<file path="config.mk">
export PLATFORM = sky130hd
export DESIGN_NAME = pd_clk_ctrl
export DESIGN_NICKNAME = d
export VERILOG_FILES = /design/src/rtl/pd_pkg.sv /design/src/rtl/pd_regs.sv /design/src/rtl/pd_fsm.sv /design/src/rtl/pd_gate.sv /design/src/rtl/pd_clk_ctrl.sv
export SDC_FILE = /design/constraint.sdc
export NUM_CORES = 1
export LEC_CHECK = 0
export CORE_AREA = 2 2 88 90
export DETAILED_ROUTE_END_ITERATION = 10
export DIE_AREA = 0 0 90 92
export PLACE_DENSITY_LB_ADDON = 0.1
export SYNTH_ARGS = -nofsm -noshare
export SYNTH_HDL_FRONTEND = slang
export SYNTH_HIERARCHICAL = 1
export SYNTH_SLANG_ARGS = --single-unit
</file>
<file path="constraint.sdc">
create_clock -name clk -period 2.9 [get_ports clk]
set_input_delay 0.87 -clock clk [delete_from_list [all_inputs] [get_ports clk]]
set_output_delay 0.87 -clock clk [all_outputs]
set_load 0.01 [all_outputs]
</file>
<file path="src/rtl/pd_pkg.sv">
package pd_pkg;

    typedef enum logic [1:0] {
        MODE_RUN    = 2'b00,
        MODE_DIRECT = 2'b01,
        MODE_AUTO   = 2'b10,
        MODE_RSVD   = 2'b11
    } pd_mode_e;

    typedef enum logic [1:0] {
        ST_RUN   = 2'd0,
        ST_COUNT = 2'd1,
        ST_GATED = 2'd2
    } pd_state_e;

    localparam int ADDR_MODE = 0;
    localparam int ADDR_CTRL = 1;
    localparam int ADDR_STAT = 2;
    localparam int ADDR_THR0 = 3;

    // Global stop overrides the field; the reserved code falls back to running.
    function automatic pd_mode_e resolve_mode(input logic [1:0] field, input logic force_dn);
        pd_mode_e m;
        if (force_dn) begin
            m = MODE_DIRECT;
        end else begin
            case (field)
                2'b01:   m = MODE_DIRECT;
                2'b10:   m = MODE_AUTO;
                default: m = MODE_RUN;
            endcase
        end
        return m;
    endfunction

endpackage

</file>
<file path="src/rtl/pd_regs.sv">
module pd_regs
    import pd_pkg::*;
#(
    parameter int          N_MOD      = 3,
    parameter int          AW         = 3,
    parameter int          DW         = 8,
    parameter int          TW         = 8,
    parameter int unsigned RST_THRESH = 4
) (
    input  logic                  clk,
    input  logic                  rst_n,
    input  logic                  wr_en,
    input  logic [AW-1:0]         addr,
    input  logic [DW-1:0]         wdata,
    input  logic [N_MOD-1:0]      gated,
    output logic [2*N_MOD-1:0]    mode_q,
    output logic                  glob_q,
    output logic [N_MOD*TW-1:0]   thr_q,
    output logic [DW-1:0]         rd_data
);

    localparam int MW = 2 * N_MOD;

    typedef struct packed {
        logic [MW-1:0]       mode;
        logic                glob;
        logic [N_MOD*TW-1:0] thr;
    } regs_t;

    regs_t r_d, r_q;

    always_comb begin
        r_d = r_q;
        if (wr_en) begin
            if (addr == AW'(ADDR_MODE)) r_d.mode = wdata[MW-1:0];
            if (addr == AW'(ADDR_CTRL)) r_d.glob = wdata[0];
            for (int i = 0; i < N_MOD; i++) begin
                if (addr == AW'(ADDR_THR0 + i)) r_d.thr[i*TW +: TW] = wdata[TW-1:0];
            end
        end
    end

    always_ff @(posedge clk or negedge rst_n) begin
        if (!rst_n) begin
            r_q.mode <= '0;
            r_q.glob <= 1'b0;
            r_q.thr  <= {N_MOD{TW'(RST_THRESH)}};
        end else begin
            r_q <= r_d;
        end
    end

    always_comb begin
        rd_data = '0;
        if (addr == AW'(ADDR_MODE)) rd_data[MW-1:0]    = r_q.mode;
        if (addr == AW'(ADDR_CTRL)) rd_data[0]         = r_q.glob;
        if (addr == AW'(ADDR_STAT)) rd_data[N_MOD-1:0] = gated;
        for (int i = 0; i < N_MOD; i++) begin
            if (addr == AW'(ADDR_THR0 + i)) rd_data[TW-1:0] = r_q.thr[i*TW +: TW];
        end
    end

    assign mode_q = r_q.mode;
    assign glob_q = r_q.glob;
    assign thr_q  = r_q.thr;

endmodule

</file>
<file path="src/rtl/pd_fsm.sv">
module pd_fsm
    import pd_pkg::*;
#(
    parameter int TW = 8
) (
    input  logic          clk,
    input  logic          rst_n,
    input  logic [1:0]    mode_field,
    input  logic          force_dn,
    input  logic          idle,
    input  logic          wake,
    input  logic [TW-1:0] thresh,
    output logic          gated
);

    typedef struct packed {
        pd_state_e     st;
        logic [TW-1:0] cnt;
    } fsm_t;

    fsm_t     s_d, s_q;
    pd_mode_e eff;
    logic [TW:0] cnt_inc;

    always_comb begin
        eff     = resolve_mode(mode_field, force_dn);
        cnt_inc = {1'b0, s_q.cnt} + 1'b1;
        s_d     = s_q;
        case (eff)
            MODE_DIRECT: begin
                s_d.st  = ST_GATED;
                s_d.cnt = '0;
            end
            MODE_AUTO: begin
                if (wake || !idle) begin
                    // activity wins over any pending expiry
                    s_d.st  = ST_COUNT;
                    s_d.cnt = '0;
                end else if (s_q.st != ST_GATED) begin
                    if (cnt_inc >= {1'b0, thresh}) begin
                        s_d.st  = ST_GATED;
                        s_d.cnt = '0;
                    end else begin
                        s_d.st  = ST_COUNT;
                        s_d.cnt = cnt_inc[TW-1:0];
                    end
                end
            end
            default: begin
                s_d.st  = ST_RUN;
                s_d.cnt = '0;
            end
        endcase
    end

    always_ff @(posedge clk or negedge rst_n) begin
        if (!rst_n) begin
            s_q.st  <= ST_RUN;
            s_q.cnt <= '0;
        end else begin
            s_q <= s_d;
        end
    end

    assign gated = (s_q.st == ST_GATED);

endmodule

</file>
<file path="src/rtl/pd_gate.sv">
module pd_gate (
    input  logic clk,
    input  logic rst_n,
    input  logic en_req,
    output logic clk_en,
    output logic gclk
);

    logic en_d, en_q;

    always_comb en_d = en_req;

    // Enable moves only while clk is low, so a high phase is never cut short.
    always_ff @(negedge clk or negedge rst_n) begin
        if (!rst_n) en_q <= 1'b1;
        else        en_q <= en_d;
    end

    assign clk_en = en_q;
    assign gclk   = clk & en_q;

endmodule

</file>
<file path="src/rtl/pd_clk_ctrl.sv">
module pd_clk_ctrl
    import pd_pkg::*;
#(
    parameter int          N_MOD      = 3,
    parameter int          AW         = 3,
    parameter int          DW         = 8,
    parameter int          TW         = 8,
    parameter int unsigned RST_THRESH = 4
) (
    input  logic             clk,
    input  logic             rst_n,
    input  logic             wr_en,
    input  logic [AW-1:0]    addr,
    input  logic [DW-1:0]    wdata,
    output logic [DW-1:0]    rd_data,
    input  logic [N_MOD-1:0] mod_idle,
    input  logic [N_MOD-1:0] mod_wake,
    output logic [N_MOD-1:0] mod_clk_en,
    output logic [N_MOD-1:0] mod_gclk
);

    logic [2*N_MOD-1:0]  mode_q;
    logic                glob_q;
    logic [N_MOD*TW-1:0] thr_q;
    logic [N_MOD-1:0]    gated;

    pd_regs #(
        .N_MOD(N_MOD), .AW(AW), .DW(DW), .TW(TW), .RST_THRESH(RST_THRESH)
    ) u_regs (
        .clk    (clk),
        .rst_n  (rst_n),
        .wr_en  (wr_en),
        .addr   (addr),
        .wdata  (wdata),
        .gated  (gated),
        .mode_q (mode_q),
        .glob_q (glob_q),
        .thr_q  (thr_q),
        .rd_data(rd_data)
    );

    for (genvar i = 0; i < N_MOD; i++) begin : g_mod
        pd_fsm #(.TW(TW)) u_fsm (
            .clk       (clk),
            .rst_n     (rst_n),
            .mode_field(mode_q[2*i +: 2]),
            .force_dn  (glob_q),
            .idle      (mod_idle[i]),
            .wake      (mod_wake[i]),
            .thresh    (thr_q[i*TW +: TW]),
            .gated     (gated[i])
        );

        pd_gate u_gate (
            .clk   (clk),
            .rst_n (rst_n),
            .en_req(!gated[i]),
            .clk_en(mod_clk_en[i]),
            .gclk  (mod_gclk[i])
        );
    end

endmodule

</file>
==> results of run 1 <==
[layout by cell type, fill, tap and decap left out, drive strengths merged, types with 13 or more instances in the layout]
cell type,instances
buf,37
inv,49
nand2,30
clkdlybuf4s50,15
a32o,15
ha,33
nor2,13
clkbuf,14
mux2,34
dfrtp,58
nand3,13
[report_power, final]
part / leakage (nW) / internal, mW / switching, mW
Clock: 0.194 / 0.726 / 0.437
Combinational: 1.53 / 0.330 / 0.334
Sequential: 0.815 / 1.05 / 0.113
Total: 2.54 / 2.10 / 0.884
[registers in the layout, summed over array words and instances (netlist names)]
| signal | count |
|---|---|
| u_regs/mode_q | 6 |
| g_mod.u_gate/clk_en | 3 |
| u_regs/thr_q | 24 |
| u_regs/glob_q | 1 |
| g_mod.u_fsm/s_q | 30 |
[repair_timing]
item / 4_1_cts / 5_1_grt
endpoints found under the setup margin: 17 / 32
endpoints found under the hold margin: 0 / 0
setup buffers: 1 / 2
gates resized for setup: 62 / 16
pin swaps: 3 / 3
[final cells by class]
| cell class | count | area (um2) | share of cell area |
|---|---|---|---|
| inverter | 46 | 173 | 0.0350 |
| clock buffer | 17 | 216 | 0.0439 |
| timing repair buffer | 55 | 465 | 0.0943 |
| sequential | 64 | 1610 | 0.326 |
| clock inverter | 9 | 91.3 | 0.0185 |
| multi-input combinational | 265 | 2250 | 0.457 |
| tap | 102 | 128 | 0.0259 |
[kinds of logic after synthesis]
family | synth area share
AND/OR/NAND/NOR | 0.149
AO/OA/AOI/OAI | 0.135
flip-flops | 0.400
buffers and inverters | 0.0631
multiplexers | 0.118
adder cells (fa/ha/maj) | 0.103
XOR/XNOR | 0.0327
[stage by stage]
step / setup slack (ns) / std cells / area, um2 / TNS, ns
finish: -0.662 / 558 / 4940 / -3.76
global route: -0.717 / 558 / 4940 / -4.01
CTS: -0.694 / 556 / 4850 / -3.72
detailed placement: -0.620 / 535 / 4580 / -7.75
global placement: -0.620 / 535 / 4580 / -7.67
floorplan: -0.0988 / 386 / 4030 / -0.296
[routing by layer]
| metal | wire (um) | GRT usage |
|---|---|---|
| met3 | 394 | 0.0756 |
| met5 | 0 | 0 |
| met1 | 4490 | 0.330 |
| met4 | 177 | 0.118 |
| met2 | 4070 | 0.355 |
[worst max-delay path, stage by stage, from the launching register on]
cell and delay (ns):
dfstp_2 0.53, and2_4 0.13, buf_6 0.09
[path summary, 6_finish.rpt]
path                                          end              startpoint  cells after the start
max in group asynchronous  g_mod[2].u_gate/clk_en                   rst_n                      1
min in group clk            g_mod[2].u_fsm/s_q[5]   g_mod[2].u_fsm/s_q[5]                      1
setup reg to reg            g_mod[1].u_fsm/s_q[4]   g_mod[1].u_fsm/s_q[2]                     10
hold reg to reg             g_mod[2].u_fsm/s_q[5]   g_mod[2].u_fsm/s_q[5]                      1
setup / recovery                      mod_gclk[0]  g_mod[0].u_gate/clk_en                      2
hold / removal              g_mod[0].u_fsm/s_q[1]                   rst_n                      2
==> key figures, run 1 <==
Drt
  – Initial DRC count: 124
  – DRT Pass-1 Iters: 5
  – Post-route ant nets: 0
  – Avg Vias per Cell: ~5.6
  – Final WL: between 9000 and 10000 um
  – Routed via count: 3140
  – Post-route DRC: 0
  – Avg WL per Cell: roughly 16 um

Floorplan
  – Cell Rows: 32
  – Die X-Extent: 90 um
  – I/O Pins: 34
  – Starting Density: 0.540
  – Die height: 92 um
  – Core ar.: around 7400 um2
  – Die area: 8280 um2

Timing
  – Worst slew pin tran: between 0.6 and 0.7 ns
  – Setup violators final: 9
  – Final max-slew violation count: 0
  – Clock Skew: 0.0531 ns
  – Fin. Hold Viols: 0
  – RSZ-0062 raised after global routing: yes
  – Post-route setup slack: -0.662 ns
  – Hold slack: 0.450 ns
  – Rel. slew slack: 0.563

Final layout
  – Number of diodes: 0
  – Area delta synth->final: 22.7%
  – Share of cells above drive strength 1: 0.314
  – Final #Nets: 504
  – Core Util, Final: 0.663
  – Filler Cell Count: 619

Setup path
  – Crit end category: output pin
  – Crit path kind: flip-flop to output pin
  – Startpoint types: flip-flop
  – Worst-path maximum fanout: 2
  – R2r setup slk: 0.14 ns
  – Worst EP arrival: about 2.7 ns
  – Critical path required time: 2.03 ns

Synthesis
  – Post-Syn Area: 4020 um2
  – Register area share after synthesis: 0.400
  – Syn avg cell area: 10.4 um2
  – Top cells by area, synth: dfrtp_1 (36%), ha_1 (10%), mux2_2 (9.5%), inv_1 (4.6%), a32o_2 (4.2%)
  – Syn Inst Count: 386
  – Count leader, synth: dfrtp_1
  – Ys Warns: 6
  – EDFF count, synth: 0
  – Asr flop ratio synth: 1.00
  – Ranking of synthesized cells by instance count: dfrtp_1 (58), inv_1 (49), mux2_2 (34)
  – Synth top area share: 0.361
  – Register bit total from synthesis: 64
  – Area leader, netlist: dfrtp_1
  – Ys flop type: dfrtp_1
  – Yosys cell types: 44
  – Syn_nets: 439

Power
  – Static leakage: between 2 and 3 nW
  – Power Density: about 600 nW/um2
  – Worst IR drop on VDD: 0.339 mV
  – Pwr Total: 2.99 mW

Global routing
  – Global-route wire length before repair: 15500 um
  – Vias in the first global route: 3200
  – GRT Residual Overflow: 0
  – Aggregate global-route resource usage: 0.243
  – Initial antenna violation count: 0
  – Pin count of the biggest net entering global routing: 52

Min path
  – HP Class: primary input to asynchronous set/reset pin

Place
  – Placer Congestion: between 0.8 and 0.9
  – PortBufs: 33
  – DP HPWL: roughly 6800 um

Outcome
  – Failing checks: setup timing
  – Run status: finished, violations left

Clocking
  – CTS tree: done
  – Clk pin slew, worst setup/hold paths: 0.07 ns
  – CTS Hold Bufs: 0
  – Clock Latency Late Sink: 0.49 ns

Flow run
  – MaxCap Viol Count: 0
Power figures use the tool's default switching activity.
==> run 2: changes to the inputs <==
--- a/config.mk
+++ b/config.mk
@@ -5,10 +5,11 @@
 export SDC_FILE = /design/constraint.sdc
 export NUM_CORES = 1
 export LEC_CHECK = 0
-export CORE_AREA = 2 2 88 90
+export CORE_AREA = 2 2 105 107
 export DETAILED_ROUTE_END_ITERATION = 10
-export DIE_AREA = 0 0 90 92
+export DIE_AREA = 0 0 107 109
 export PLACE_DENSITY_LB_ADDON = 0.1
+export SLEW_MARGIN = 20
 export SYNTH_ARGS = -nofsm -noshare
 export SYNTH_HDL_FRONTEND = slang
 export SYNTH_HIERARCHICAL = 1
==> key figures, run 2 (synthesis results as in run 1) <==
Outcome
  – Run status: finished, violations left
  – Failing checks: setup timing

Setup path
  – Critical path buffers and inverters: 1 (unchanged)
  – CP Cell Sequence: and2_4 -> buf_6
  – Critical path required time: 2.03 ns (about the same)
  – Critical Path Start: g_mod[0].u_gate/clk_en
  – CP max-delay cell: dfstp_2
  – Worst-path maximum fanout: 2 (unchanged)
  – Crit end category: output pin
  – Startpoint types: flip-flop
  – Critical R2R Launch: g_mod[1].u_fsm/s_q[2]
  – Worst EP arrival: 2.69 ns (about the same)
  – Slowest stage delay, CP: 0.52 ns (about the same)
  – Crit path kind: flip-flop to output pin
  – Top delay family on crit path: flip-flops

Global routing
  – Pin count of the biggest net entering global routing: 52 (unchanged)
  – Met3 Use GR: 0.0460 (-0.0296)
  – Initial antenna violation count: 0 (unchanged)
  – Global-route wire length before repair: 15600 um (+0.40%)
  – Vias in the first global route: 3042 (-4.9%)
  – M1 GR Usage: 0.257 (-0.0733)
  – GRT busiest layer: met1
  – Aggregate global-route resource usage: 0.181 (-0.0625)
  – GRT Residual Overflow: 0 (unchanged)
  – M2 GR Usage: 0.252 (-0.103)

Drt
  – Post-route DRC: 0 (unchanged)
  – Avg Vias per Cell: 5.10 (-9.4%)
  – DRT Pass-1 Iters: 5 (unchanged)
  – Routed via count: 3037 (-3.3%)
  – Post-route ant nets: 0 (unchanged)
  – Avg WL per Cell: 16.1 um (-2.0%)
  – Final WL: 9570 um (+4.7%)
  – Initial DRC count: 188 (+52%)

Timing
  – Post-route setup slack: -0.661 ns (+0.00161 ns)
  – Clock Skew: 0.0511 ns (-0.00200 ns)
  – Fin. Hold Viols: 0 (unchanged)
  – RSZ-0062 raised after global routing: yes
  – Rel. slew slack: 0.547 (-0.0164)
  – Final max-slew violation count: 0 (unchanged)
  – Worst slew pin tran: 0.679 ns (+0.0246 ns)
  – Hold slack: 0.457 ns (+0.00719 ns)
  – Setup violators final: 9 (unchanged)

Final layout
  – Area delta synth->final: 23.0%
  – Max FFs per register: 30 (unchanged)
  – Largest Register: g_mod.u_fsm/s_q
  – Final #Nets: 503 (-0.20%)
  – Core Util, Final: 0.467 (-0.196)
  – Most frequent cells in the layout: dfrtp_1 (58), inv_1 (49), mux2_2 (34)
  – Number of diodes: 0 (unchanged)
  – Most common cell after layout, fill and taps aside: dfrtp_1
  – Share of cells above drive strength 1: 0.294 (-0.0197)
  – Non-filler instance count after layout: 596 (+6.8%)
  – Finished Cell Area: 4950 um2 (+0.25%)

Power
  – Worst IR drop on VDD: 0.351 mV (+3.7%)
  – Static leakage: 2.52 nW (-0.74%)
  – Switching share of power: 0.305 (+0.00855)
  – Power Density: 589 nW/um2 (-2.6%)
  – Internal: 2.03 mW (-3.5%)
  – Logic pwr share: 0.229 (+0.007)
  – Psw: 0.889 mW (+0.48%)
  – Sequential Power Share: 0.397 (+0.009)
  – Clock power frac: 0.374 (-0.015)

Flow run
  – MaxCap Viol Count: 0 (unchanged)

Floorplan
  – Die area: 11700 um2 (+41%)
  – Die height: 109 um (+18%)
  – Cell Rows: 38 (+19%)
  – I/O Pins: 34 (unchanged)
  – Starting Density: 0.379 (-0.161)
  – Core ar.: 10600 um2 (+42%)
  – Die X-Extent: 107 um (+19%)

Place
  – Cell Area, Placed: 4630 um2 (+1.1%)
  – Placer Congestion: 0.821 (-6.9%)
  – PortBufs: 33 (unchanged)
  – Worst slack, placed: -0.671 ns (-0.0501 ns)
  – Placed cell count: 572 (+6.9%)
  – DP HPWL: 7210 um (+6.2%)

Clocking
  – Clock Latency Late Sink: 0.49 ns (about the same)
  – CTS Hold Bufs: 0 (unchanged)
  – Clk pin slew, worst setup/hold paths: 0.07 ns (about the same)
  – CTS tree: done

Min path
  – HP Class: primary input to asynchronous set/reset pin
## run 2: cell count changes in the layout (fill, tap and decap cells not counted), moves of 2 or more
cell / before / now
buf_2: 6 / 2
and2_2: 3 / 1
clkbuf_8: 13 / 15
o22ai_1: 0 / 2
clkdlybuf4s15_2: 1 / 3
buf_4: 23 / 21
o22ai_2: 3 / 1
## run 2: final timing paths
path | depth (start not counted) | endpoint | slack [ns]
max | 2 | mod_gclk[0] | -0.66
min | 2 | g_mod[0].u_fsm/s_q[8] | 0.46
max reg2reg | 10 | g_mod[1].u_fsm/s_q[4] | 0.19
min reg2reg | 1 | u_regs/thr_q[6] | 0.54
max in group asynchronous | 1 | g_mod[1].u_gate/clk_en | 1.03
min in group clk | 1 | u_regs/thr_q[6] | 0.54
## run 2: cell type report
class	instances	area (um2)
clock buffer	19	244
clock inverter	8	46.3
fill	1002	5650
inverter	46	173
multi-input combinational	265	2210
sequential	64	1610
tap	140	175
timing repair buffer	54	492
## run 2: metrics by stage
step	power [mW]	setup TNS, ns
2_1_floorplan	1.64	-0.296
3_3_place_gp	1.98	-7.75
3_5_place_dp	1.99	-7.72
4_1_cts	2.94	-3.73
5_1_grt	3.14	-4.14
6_report	2.92	-3.81
## run 2: power by group through the flow
stage	registers (mW)	clock network [mW]	logic [mW]
after floorplan	1.14	0.0980	0.405
after global placement	1.17	0.173	0.632
after detailed placement	1.17	0.173	0.640
after CTS	1.16	1.14	0.637
after global routing	1.18	1.21	0.751
final	1.16	1.09	0.669
## run 2: routing by layer
layer / up-vias / wire length, um
met3: 8 / 431
met5: - / 0
met1: 1460 / 4850
met4: 0 / 83
met2: 58 / 4210
li1: 1511 / -
## run 2: what timing repair did
action | in CTS | in global routing
pin swaps | 2 | 0
endpoints found under the setup margin | 17 | 23
resized for setup | 53 | 11
setup buffers | 0 | 3
cloned | 0 | 0
